### src/rtl/lsu_pkg.sv
package lsu_pkg;
  typedef enum logic [1:0] {
    SZ_BYTE = 2'b00,
    SZ_HALF = 2'b01,
    SZ_WORD = 2'b10,
    SZ_BAD  = 2'b11
  } acc_size_e;

  // context kept for the load that is waiting for its read data
  typedef struct packed {
    logic [1:0] lane_off;
    acc_size_e  size;
    logic       sext;
  } ld_ctx_t;
endpackage

### src/rtl/lsu_addr_gen.sv
module lsu_addr_gen
  import lsu_pkg::*;
#(
  parameter int ADDR_W = 32,
  parameter int IMM_W  = 16,
  parameter int LANE_W = 2
) (
  input  logic [ADDR_W-1:0] base,
  input  logic [IMM_W-1:0]  imm,
  input  acc_size_e         size,
  output logic [ADDR_W-1:0] eff_addr,
  output logic              misaligned
);
  localparam int EXT_W = ADDR_W - IMM_W;

  assign eff_addr = base + {{EXT_W{imm[IMM_W-1]}}, imm};

  always_comb begin
    unique case (size)
      SZ_BYTE: misaligned = 1'b0;
      SZ_HALF: misaligned = eff_addr[0];
      SZ_WORD: misaligned = |eff_addr[LANE_W-1:0];
      default: misaligned = 1'b1;
    endcase
  end
endmodule

### src/rtl/lsu_store_steer.sv
module lsu_store_steer
  import lsu_pkg::*;
#(
  parameter int DATA_W = 32,
  parameter int LANES  = DATA_W / 8,
  parameter int LANE_W = $clog2(LANES)
) (
  input  logic [LANE_W-1:0] off,
  input  acc_size_e         size,
  input  logic              wr_ok,
  input  logic [DATA_W-1:0] data,
  output logic [LANES-1:0]  we,
  output logic [DATA_W-1:0] wdata
);
  for (genvar g = 0; g < LANES; g++) begin : g_lane
    // lane g carries the byte at address offset K (big-endian order)
    localparam int K = LANES - 1 - g;
    localparam logic [LANE_W-1:0] KOFF = K[LANE_W-1:0];
    logic hit;

    always_comb begin
      unique case (size)
        SZ_BYTE: begin
          wdata[8*g +: 8] = data[7:0];
          hit             = (off == KOFF);
        end
        SZ_HALF: begin
          wdata[8*g +: 8] = KOFF[0] ? data[7:0] : data[15:8];
          hit             = (off[LANE_W-1:1] == KOFF[LANE_W-1:1]);
        end
        default: begin
          wdata[8*g +: 8] = data[8*g +: 8];
          hit             = 1'b1;
        end
      endcase
    end

    assign we[g] = wr_ok & hit;
  end
endmodule

### src/rtl/lsu_load_extract.sv
module lsu_load_extract
  import lsu_pkg::*;
#(
  parameter int DATA_W = 32
) (
  input  logic [DATA_W-1:0] word,
  input  ld_ctx_t           ctx,
  output logic [DATA_W-1:0] value
);
  logic [DATA_W-1:0] aligned;
  logic [7:0]        b;
  logic [15:0]       h;

  // move the addressed byte up to the top lane
  assign aligned = word << {ctx.lane_off, 3'b000};
  assign b       = aligned[DATA_W-1 -: 8];
  assign h       = aligned[DATA_W-1 -: 16];

  always_comb begin
    unique case (ctx.size)
      SZ_BYTE: value = {{(DATA_W-8){ctx.sext & b[7]}}, b};
      SZ_HALF: value = {{(DATA_W-16){ctx.sext & h[15]}}, h};
      default: value = word;
    endcase
  end
endmodule

### src/rtl/mem_align_unit.sv
module mem_align_unit
  import lsu_pkg::*;
#(
  parameter int ADDR_W = 32,
  parameter int DATA_W = 32,
  parameter int IMM_W  = 16
) (
  input  logic              clk,
  input  logic              rst_n,
  input  logic              req_valid,
  input  logic              req_store,
  input  logic [1:0]        req_size,
  input  logic              req_signed,
  input  logic [ADDR_W-1:0] base_addr,
  input  logic [IMM_W-1:0]  offset_imm,
  input  logic [DATA_W-1:0] store_data,
  output logic [ADDR_W-1:0] mem_addr,
  output logic [DATA_W/8-1:0] mem_wr_en,
  output logic [DATA_W-1:0] mem_wr_data,
  output logic              align_err,
  input  logic              rd_valid,
  input  logic [DATA_W-1:0] rd_word,
  output logic              ld_valid,
  output logic [DATA_W-1:0] ld_data
);
  localparam int LANES  = DATA_W / 8;
  localparam int LANE_W = $clog2(LANES);

  // reset: asserted at once, released on a clock edge
  logic [1:0] rst_sync_q;
  logic       rst_int_n;

  always_ff @(posedge clk or negedge rst_n) begin
    if (!rst_n) rst_sync_q <= 2'b00;
    else        rst_sync_q <= {rst_sync_q[0], 1'b1};
  end
  assign rst_int_n = rst_sync_q[1];

  acc_size_e size;
  logic      misaligned;
  logic      wr_ok;
  assign size = acc_size_e'(req_size);

  lsu_addr_gen #(.ADDR_W(ADDR_W), .IMM_W(IMM_W), .LANE_W(LANE_W)) u_agen (
    .base       (base_addr),
    .imm        (offset_imm),
    .size       (size),
    .eff_addr   (mem_addr),
    .misaligned (misaligned)
  );

  assign align_err = req_valid & misaligned;
  assign wr_ok     = req_valid & req_store & ~misaligned;

  lsu_store_steer #(.DATA_W(DATA_W), .LANES(LANES), .LANE_W(LANE_W)) u_steer (
    .off   (mem_addr[LANE_W-1:0]),
    .size  (size),
    .wr_ok (wr_ok),
    .data  (store_data),
    .we    (mem_wr_en),
    .wdata (mem_wr_data)
  );

  // load context and result registers
  ld_ctx_t           ctx_q, ctx_d;
  logic              ctx_en;
  logic [DATA_W-1:0] ext_val;
  logic [DATA_W-1:0] ld_data_d;
  logic              ld_valid_d;

  lsu_load_extract #(.DATA_W(DATA_W)) u_ext (
    .word  (rd_word),
    .ctx   (ctx_q),
    .value (ext_val)
  );

  always_comb begin
    ctx_en     = req_valid & ~req_store & ~misaligned;
    ctx_d      = ctx_q;
    if (ctx_en) begin
      ctx_d.lane_off = mem_addr[LANE_W-1:0];
      ctx_d.size     = size;
      ctx_d.sext     = req_signed;
    end
    ld_valid_d = rd_valid;
    ld_data_d  = rd_valid ? ext_val : ld_data;
  end

  always_ff @(posedge clk or negedge rst_int_n) begin
    if (!rst_int_n) begin
      ctx_q    <= '0;
      ld_valid <= 1'b0;
      ld_data  <= '0;
    end else begin
      ctx_q    <= ctx_d;
      ld_valid <= ld_valid_d;
      ld_data  <= ld_data_d;
    end
  end
endmodule

### config.mk
export PLATFORM = sky130hd
export DESIGN_NAME = mem_align_unit
export DESIGN_NICKNAME = d
export VERILOG_FILES = /design/src/rtl/lsu_pkg.sv /design/src/rtl/lsu_addr_gen.sv /design/src/rtl/lsu_store_steer.sv /design/src/rtl/lsu_load_extract.sv /design/src/rtl/mem_align_unit.sv
export SDC_FILE = /design/constraint.sdc
export NUM_CORES = 1
export LEC_CHECK = 0
export BUFFER_PORTS_ARGS = -buffer_cell sky130_fd_sc_hd__buf_2
export CAP_MARGIN = 10
export CORE_MARGIN = 8
export CORE_UTILIZATION = 51
export CTS_CLUSTER_DIAMETER = 100
export DETAILED_ROUTE_END_ITERATION = 16
export PLACE_DENSITY = 0.88
export SLEW_MARGIN = 20
export SYNTH_ARGS = -nofsm -noshare
export SYNTH_HDL_FRONTEND = slang
export SYNTH_SLANG_ARGS = --single-unit
### constraint.sdc
create_clock -name clk -period 4.6 [get_ports clk]
set_input_delay 0.92 -clock clk [delete_from_list [all_inputs] [get_ports clk]]
set_output_delay 0.92 -clock clk [all_outputs]
set_load 0.005 [all_outputs]
==> results.py, run 1 <==
metrics = {
    "global_route": {
        "grt_pass1_wl_um": 24140,
        "antenna_found_initial": 0,
        "first_global_vias": 4892,
        "grt_overflow_total": 0,
        "use_met3_pct": 4.492,
        "use_met1_pct": 31.14,
        "grt_use_met2_pct": 41.38,
        "grt-busiest-layer": "met2",
        "grt_usage_pct": 24.75,
        "grt_max_degree": 59,
    },
    "run_status": {
        "status": "finished, final reports clean",
    },
    "flow_run": {
        "maxCapViolations": 0,
    },
    "finish": {
        "nNetsFinal": 884,
        "diodes": 0,
        "drive_gt1_share_pct": 37.70,
        "final_common_cell": "buf_2",
        "fin_cells": 840,
        "final_cell_mix": "buf_2 (221), a21oi_1 (86), nor2_1 (55), dfrtp_1 (40), nand2_1 (36)",
        "multi_input_area_um2": 3136,
        "nFillCells": 729,
        "seqCellArea_um2": 1001,
        "postLayoutCoreUtil_pct": 64.85,
        "areaGrowthSynthToFinish_pct": 26.09,
    },
    "timing": {
        "rsz0062_at_grt": "no",
        "fin_crit_sh_pct": 90.01,
        "tightest_slew_ps": 921.3,
        "hold_viol_final": 0,
        "finalSetupViolations": 0,
        "fin_crit_ps": 4140,
        "fmax_mhz": 241.5,
        "fin_tns_setup_ps": 0,
        "finClkSkew_ps": 4.776,
        "slew_headroom_pct": 38.58,
        "slew_violations": 0,
    },
    "synth": {
        "ys_seq_area_share_pct": 22.76,
        "synth_top_area_share_pct": 22.76,
        "synth_area_um2": 4398,
        "synth_warnings": 0,
        "yosysTopAreaCell": "dfrtp_1",
        "postSynthAreaPerCell_um2": 8.159,
        "synth_edf_count": 0,
        "syn_inst": 539,
        "synth-async-reset-ratio_pct": 100.0,
        "yosysUniqueCellTypes": 68,
        "ys_seq_elements": 40,
        "synthFlopType": "dfrtp_1",
        "ys_top_cells_by_area": "dfrtp_1 (23%), a21oi_1 (9.8%), ha_1 (8.8%)",
        "syn_nets": 691,
    },
    "die": {
        "initial_utilization_pct": 51.43,
        "die_height_um": 108.9,
        "coreArea_um2": 8551,
        "die_w_um": 108.9,
        "dieArea_um2": 11850,
        "io_pins": 222,
        "num_rows": 34,
    },
    "power_and_ir_drop": {
        "cellLeakagePower_uw": 0.002713,
        "max-vdd-ir-drop_mv": 0.1201,
        "powerDensity_nw_per_um2": 285.8,
    },
    "clock_tree": {
        "cts.path.max_buffers": 2,
        "cts_buffers": 5,
        "cts_tree": "built",
        "htreeDepth": 2,
        "cts_setup_buffers": 0,
        "cts.sink_count": 40,
        "cts_hold_buf": 0,
        "clock_latency_ps": 290,
        "cts.clk_slew.worst_paths_ps": 70,
        "cts.repair.resized": 0,
        "cts-root-buf": "clkbuf_8",
    },
    "critical_path": {
        "reg2reg_slack_ps": 1990,
        "crit_path_end_kind": "output port",
        "arrival_ps": 3220,
        "cp-start-kind": "input port",
        "criticalPathCategory": "input port to output port",
        "crit_required_ps": 3680,
        "cp_max_fo": 5,
    },
    "drt": {
        "drt_iter0_markers": 375,
        "drc": 0,
        "first_pass_iters": 7,
        "via_count": 5060,
        "wl_per_cell_um": 18.21,
        "vias_per_cell": 6.024,
        "postRouteAntennaNets": 0,
        "wl_um": 15300,
    },
    "placed_design": {
        "dp.final_hpwl_um": 12510,
        "port_buffers": 221,
        "gp_congestion": 0.9404,
        "placed_cells": 833,
    },
    "min_path": {
        "hp-class": "flop to async pin",
    },
}
[sequential cells by signal, summed over array words and instances (netlist names)]
register	flops
ld_data	32
ctx_q	5
rst_sync_q	2
ld_valid	1
[cells by family (layout without fill, tap and decap cells)]
family	after synthesis	after routing	share of synthesized area, %
compound gates	201	201	28.96
simple gates	135	135	14.08
buf+inv	57	250	5.946
mux	45	45	13.31
flops	40	40	22.76
fa+ha+maj	32	32	9.275
xor+xnor	28	28	5.576
other cells	1	1	0.08527
[routing by layer]
metal / wire [um] / share of wire (%)
met2: 7379 / 48
met3: 1473 / 9.6
met5: 0 / 0
met4: 490 / 3.2
met1: 5954 / 39
[synth_stat cells, types with 2 or more instances]
cell type,n
nand2b_1,4
a31oi_1,4
a311oi_1,2
a222oi_1,8
nand3_1,9
dfrtp_1,40
or4_1,2
buf_2,7
a22oi_1,8
o22ai_1,2
nand2_1,36
xnor2_1,19
mux2i_1,9
nor2_1,55
buf_4,8
o21a_1,7
buf_1,5
ha_1,31
inv_1,20
o211a_1,2
o211ai_1,6
a21oi_1,86
o31ai_1,3
o21bai_1,4
a221oi_1,2
nor3_1,7
nor2b_1,5
clkbuf_1,15
and2_1,2
a211oi_1,7
mux2_2,28
mux4_2,8
a21o_1,12
nand4_1,3
and3_1,2
o21ai_0,31
xor2_1,9
[per-stage QoR]
step	power [uW]	hold WS (ps)	setup slack, ps	instance area, um^2
after detailed placement	1365	310.7	474.9	5468
after CTS	1586	317.4	477.2	5545
final	1585	298.3	459.7	5545
after global placement	1339	308.4	549.3	5468
after global routing	1697	345.8	301.6	5545
after floorplan	1036	331.2	935.9	4398
[critical path: stages]
cell      delay, ps
buf_2            90
ha_1            200
inv_1            70
fa_1            400
and2b_1         280
o211ai_2        120
a21oi_2         270
o21ai_0         200
o31ai_1         350
xor2_1          170
buf_2           130
[power breakdown]
part,internal [uW],switching (uW),total [uW]
Clock,103,116,219
Sequential,432,87.3,519
Combinational,404,443,847
[worst paths after layout]
kind                                         start                       to  depth (start not counted)
max                                   base_addr[0]             mem_addr[22]                         11
min                        rst_sync_q[1]$_DFF_PN0_  ld_data[13]$_DFFE_PN0P_                          1
max reg2reg                   ctx_q[3]$_DFFE_PN0P_  ld_data[11]$_DFFE_PN0P_                          3
min reg2reg                rst_sync_q[1]$_DFF_PN0_  ld_data[13]$_DFFE_PN0P_                          1
max in group asynchronous  rst_sync_q[1]$_DFF_PN0_  ld_data[23]$_DFFE_PN0P_                          1
min in group clk           rst_sync_q[0]$_DFF_PN0_  rst_sync_q[1]$_DFF_PN0_                          0
[final cells by class]
class | count | area share [%]
Multi-Input combinational cell | 442 | 56.54
Timing Repair Buffer | 223 | 20.22
Sequential cell | 40 | 18.05
Tap cell | 108 | 2.437
Inverter | 20 | 1.354
Clock buffer | 6 | 1.309
Clock inverter | 1 | 0.09025
Power figures use the tool's default switching activity.
==> run 2, diff against run 1 <==
--- a/config.mk
+++ b/config.mk
@@ -5,10 +5,11 @@
 export SDC_FILE = /design/constraint.sdc
 export NUM_CORES = 1
 export LEC_CHECK = 0
+export ABC_AREA = 1
 export BUFFER_PORTS_ARGS = -buffer_cell sky130_fd_sc_hd__buf_2
 export CAP_MARGIN = 10
 export CORE_MARGIN = 8
-export CORE_UTILIZATION = 51
+export CORE_UTILIZATION = 53
 export CTS_CLUSTER_DIAMETER = 100
 export DETAILED_ROUTE_END_ITERATION = 16
 export PLACE_DENSITY = 0.88
==> run 2 against run 1 <==
Effect of this change:
- setup slack better by 500 ps
- sequential power is 3% higher
- fmax is 14% higher
- synthesized cell count is 63% higher
- combinational power is 11% higher
- register-to-register slack better by 520 ps
- die area is 9.7% higher
- sequential share of layout area is 2.1 points lower
- total power is 7.0% higher
- critical endpoint is now mem_wr_en[1]
- worst hold slack worse by 180 ps
- cell count is 44% higher
- critical path depth is 2 lower
- critical path type unchanged
==> results.py, run 2 <==
metrics = {
    "finish": {
        "postLayoutCoreUtil_pct": 67.48,
        "drive_gt1_share_pct": 23.56,
        "final_cell_mix": "nand2_1 (332), buf_2 (221), inv_1 (143), nor2_1 (81), a21oi_1 (57)",
        "nFillCells": 933,
        "final_common_cell": "nand2_1",
        "diodes": 0,
        "reg_top3": "ld_data: 32 flops, ctx_q: 5 flops, rst_sync_q: 2 flops",
        "regMostFlops": "ld_data",
        "nNetsFinal": 1230,
        "areaGrowthSynthToFinish_pct": 23.02,
        "largest_reg_flops": 32,
    },
    "timing": {
        "fmax_mhz": 274.6,
        "slew_headroom_pct": 34.68,
        "slew_violations": 0,
        "hold_viol_final": 0,
        "rsz0062_at_grt": "no",
        "fin_crit_sh_pct": 79.16,
        "finalSetupViolations": 0,
        "finClkSkew_ps": 6.112,
        "fin_crit_ps": 3641,
        "tightest_slew_ps": 979.8,
        "fin_tns_setup_ps": 0,
    },
    "global_route": {
        "grt_pass1_wl_um": 27050,
        "antenna_found_initial": 0,
        "grt_usage_pct": 25.01,
        "grt_max_degree": 43,
        "grt_overflow_total": 0,
        "first_global_vias": 5823,
    },
    "synth": {
        "ys_seq_elements": 40,
        "syn_nets": 1030,
        "ys_top_cells_by_area": "nand2_1 (24%), dfrtp_1 (20%), inv_1 (11%)",
        "synth-xor-area-share_pct": 2.580,
        "synth_top_area_share_pct": 24.47,
        "yosysTopAreaCell": "nand2_1",
        "synth_area_um2": 5092,
        "synth_warnings": 0,
        "synthAdderAreaFrac_pct": 8.010,
        "synth-simple-area-share_pct": 37.40,
        "yosysUniqueCellTypes": 40,
        "synth_edf_count": 0,
        "synthFlopType": "dfrtp_1",
        "yosysMostFrequentCell": "nand2_1",
        "syn_inst": 878,
        "muxShareOfSynthArea_pct": 0,
        "synth_top_family_by_area": "simple AND/OR/NAND/NOR gates",
        "synth-async-reset-ratio_pct": 100.0,
        "synth_commonest_cells": "nand2_1 (332), inv_1 (143), nor2_1 (81), a21oi_1 (57), dfrtp_1 (40)",
        "ys_seq_area_share_pct": 19.66,
        "synth_compound_area_share_pct": 17.76,
        "postSynthAreaPerCell_um2": 5.800,
    },
    "clock_tree": {
        "cts-root-buf": "clkbuf_8",
        "cts.sink_count": 40,
        "cts_hold_buf": 0,
        "clock_latency_ps": 290,
        "cts.repair.resized": 0,
        "cts_tree": "built",
        "cts.clk_slew.worst_paths_ps": 80,
        "cts.path.max_buffers": 2,
        "cts_buffers": 5,
        "htreeDepth": 2,
        "cts_setup_buffers": 0,
    },
    "critical_path": {
        "startpoint": "offset_imm[0]",
        "arrival_ps": 2720,
        "criticalPathCategory": "input port to output port",
        "reg2reg_from": "ctx_q[3]$_DFFE_PN0P_",
        "critPathBufInv": 3,
        "rr_worst_depth": 7,
        "cp_common_cell": "buf_2",
        "slowest_stage": "fa_1",
        "reg2reg_to": "ld_data[29]$_DFFE_PN0P_",
        "reg2reg_slack_ps": 2510,
        "cp_max_fo": 5,
        "cp_cell_sequence": "buf_2 -> ha_1 -> inv_1 -> fa_1 -> a21oi_1 -> o22ai_1 -> nand3_1 -> nor2_1 -> buf_2",
        "crit_path_end_kind": "output port",
        "max_stage_delay_ps": 560,
        "critical_path.top_delay_family": "adder cells",
        "cp-start-kind": "input port",
        "crit_required_ps": 3680,
    },
    "flow_run": {
        "maxCapViolations": 0,
    },
    "power_and_ir_drop": {
        "cellLeakagePower_uw": 0.003834,
        "powerDensity_nw_per_um2": 270.7,
        "max-vdd-ir-drop_mv": 0.1222,
    },
    "min_path": {
        "hp-class": "flop to async pin",
    },
    "drt": {
        "wl_per_cell_um": 13.76,
        "wl_um": 16600,
        "via_count": 6170,
        "drc": 0,
        "drt_iter0_markers": 461,
        "vias_per_cell": 5.112,
        "first_pass_iters": 5,
        "postRouteAntennaNets": 0,
    },
    "die": {
        "initial_utilization_pct": 54.85,
        "dieArea_um2": 13000,
        "io_pins": 222,
        "coreArea_um2": 9284,
        "die_height_um": 114.0,
        "die_w_um": 114.0,
        "num_rows": 35,
    },
    "placed_design": {
        "gp_congestion": 0.9588,
        "dp.final_hpwl_um": 13910,
        "port_buffers": 221,
    },
    "run_status": {
        "status": "finished, final reports clean",
    },
}
run 2: changes by cell type in the layout (fill, tap and decap cells not counted), moves of 11 or more:
cell     before  now
a21o_1       12    1
a21oi_1      86   57
inv_1        20  143
mux2_2       28    0
nand2_1      36  332
nand3_1       9   29
nor2_1       55   81
xnor2_1      19    3
run 2: cell type report:
type                       instances  area [um^2]  share of cell area (%)
inverter                         147        559.3                   8.927
timing repair buffer             222         1114                   17.78
clock inverter                     1        5.005                 0.07989
sequential                        40         1001                   15.98
clock buffer                       6        72.57                   1.158
multi-input combinational        662         3352                   53.51
tap                              129        161.4                   2.576
run 2: cell families after synthesis:
| logic type | after synthesis |
|---|---|
| other | 1 |
| AO/OA/AOI/OAI | 141 |
| AND/OR/NAND/NOR | 473 |
| XOR/XNOR | 15 |
| adder cells (fa/ha/maj) | 32 |
| flip-flops | 40 |
| buffers and inverters | 176 |
run 2: per-stage QoR:
stage	worst slack [ps]	total power (uW)	instance area (um^2)	hold WS (ps)	instances
global placement	1091	1460	6187	126.1	1200
global route	880.0	1839	6265	157.3	1207
floorplan	1475	1139	5092	331.2	878
CTS	1009	1702	6265	139.9	1207
detailed placement	1010	1478	6187	131.6	1200
finish	958.5	1696	6265	120.3	1207
run 2: worst max path at each step:
stage              endpoint  slack, ps  cells after the start
2_1_floorplan  mem_addr[28]       1480                     12
3_3_place_gp   mem_addr[28]       1090                     14
3_5_place_dp   mem_wr_en[1]       1010                      9
4_1_cts        mem_wr_en[1]       1010                      9
5_1_grt        mem_wr_en[1]        880                      9
6_report       mem_wr_en[1]        960                      9
run 2: where the power goes:
part / internal [uW] / switching [uW]
clock network: 103 / 117
logic: 383 / 557
registers: 441 / 94.0
total: 928 / 768
run 2: per-layer routing:
metal	global-route usage, %	vias up	wire length [um]
li1	-	3140	-
met1	31.17	2759	7023
met2	43.38	248	7926
met3	3.487	23	1325
met4	7.897	0	329
met5	0	-	0
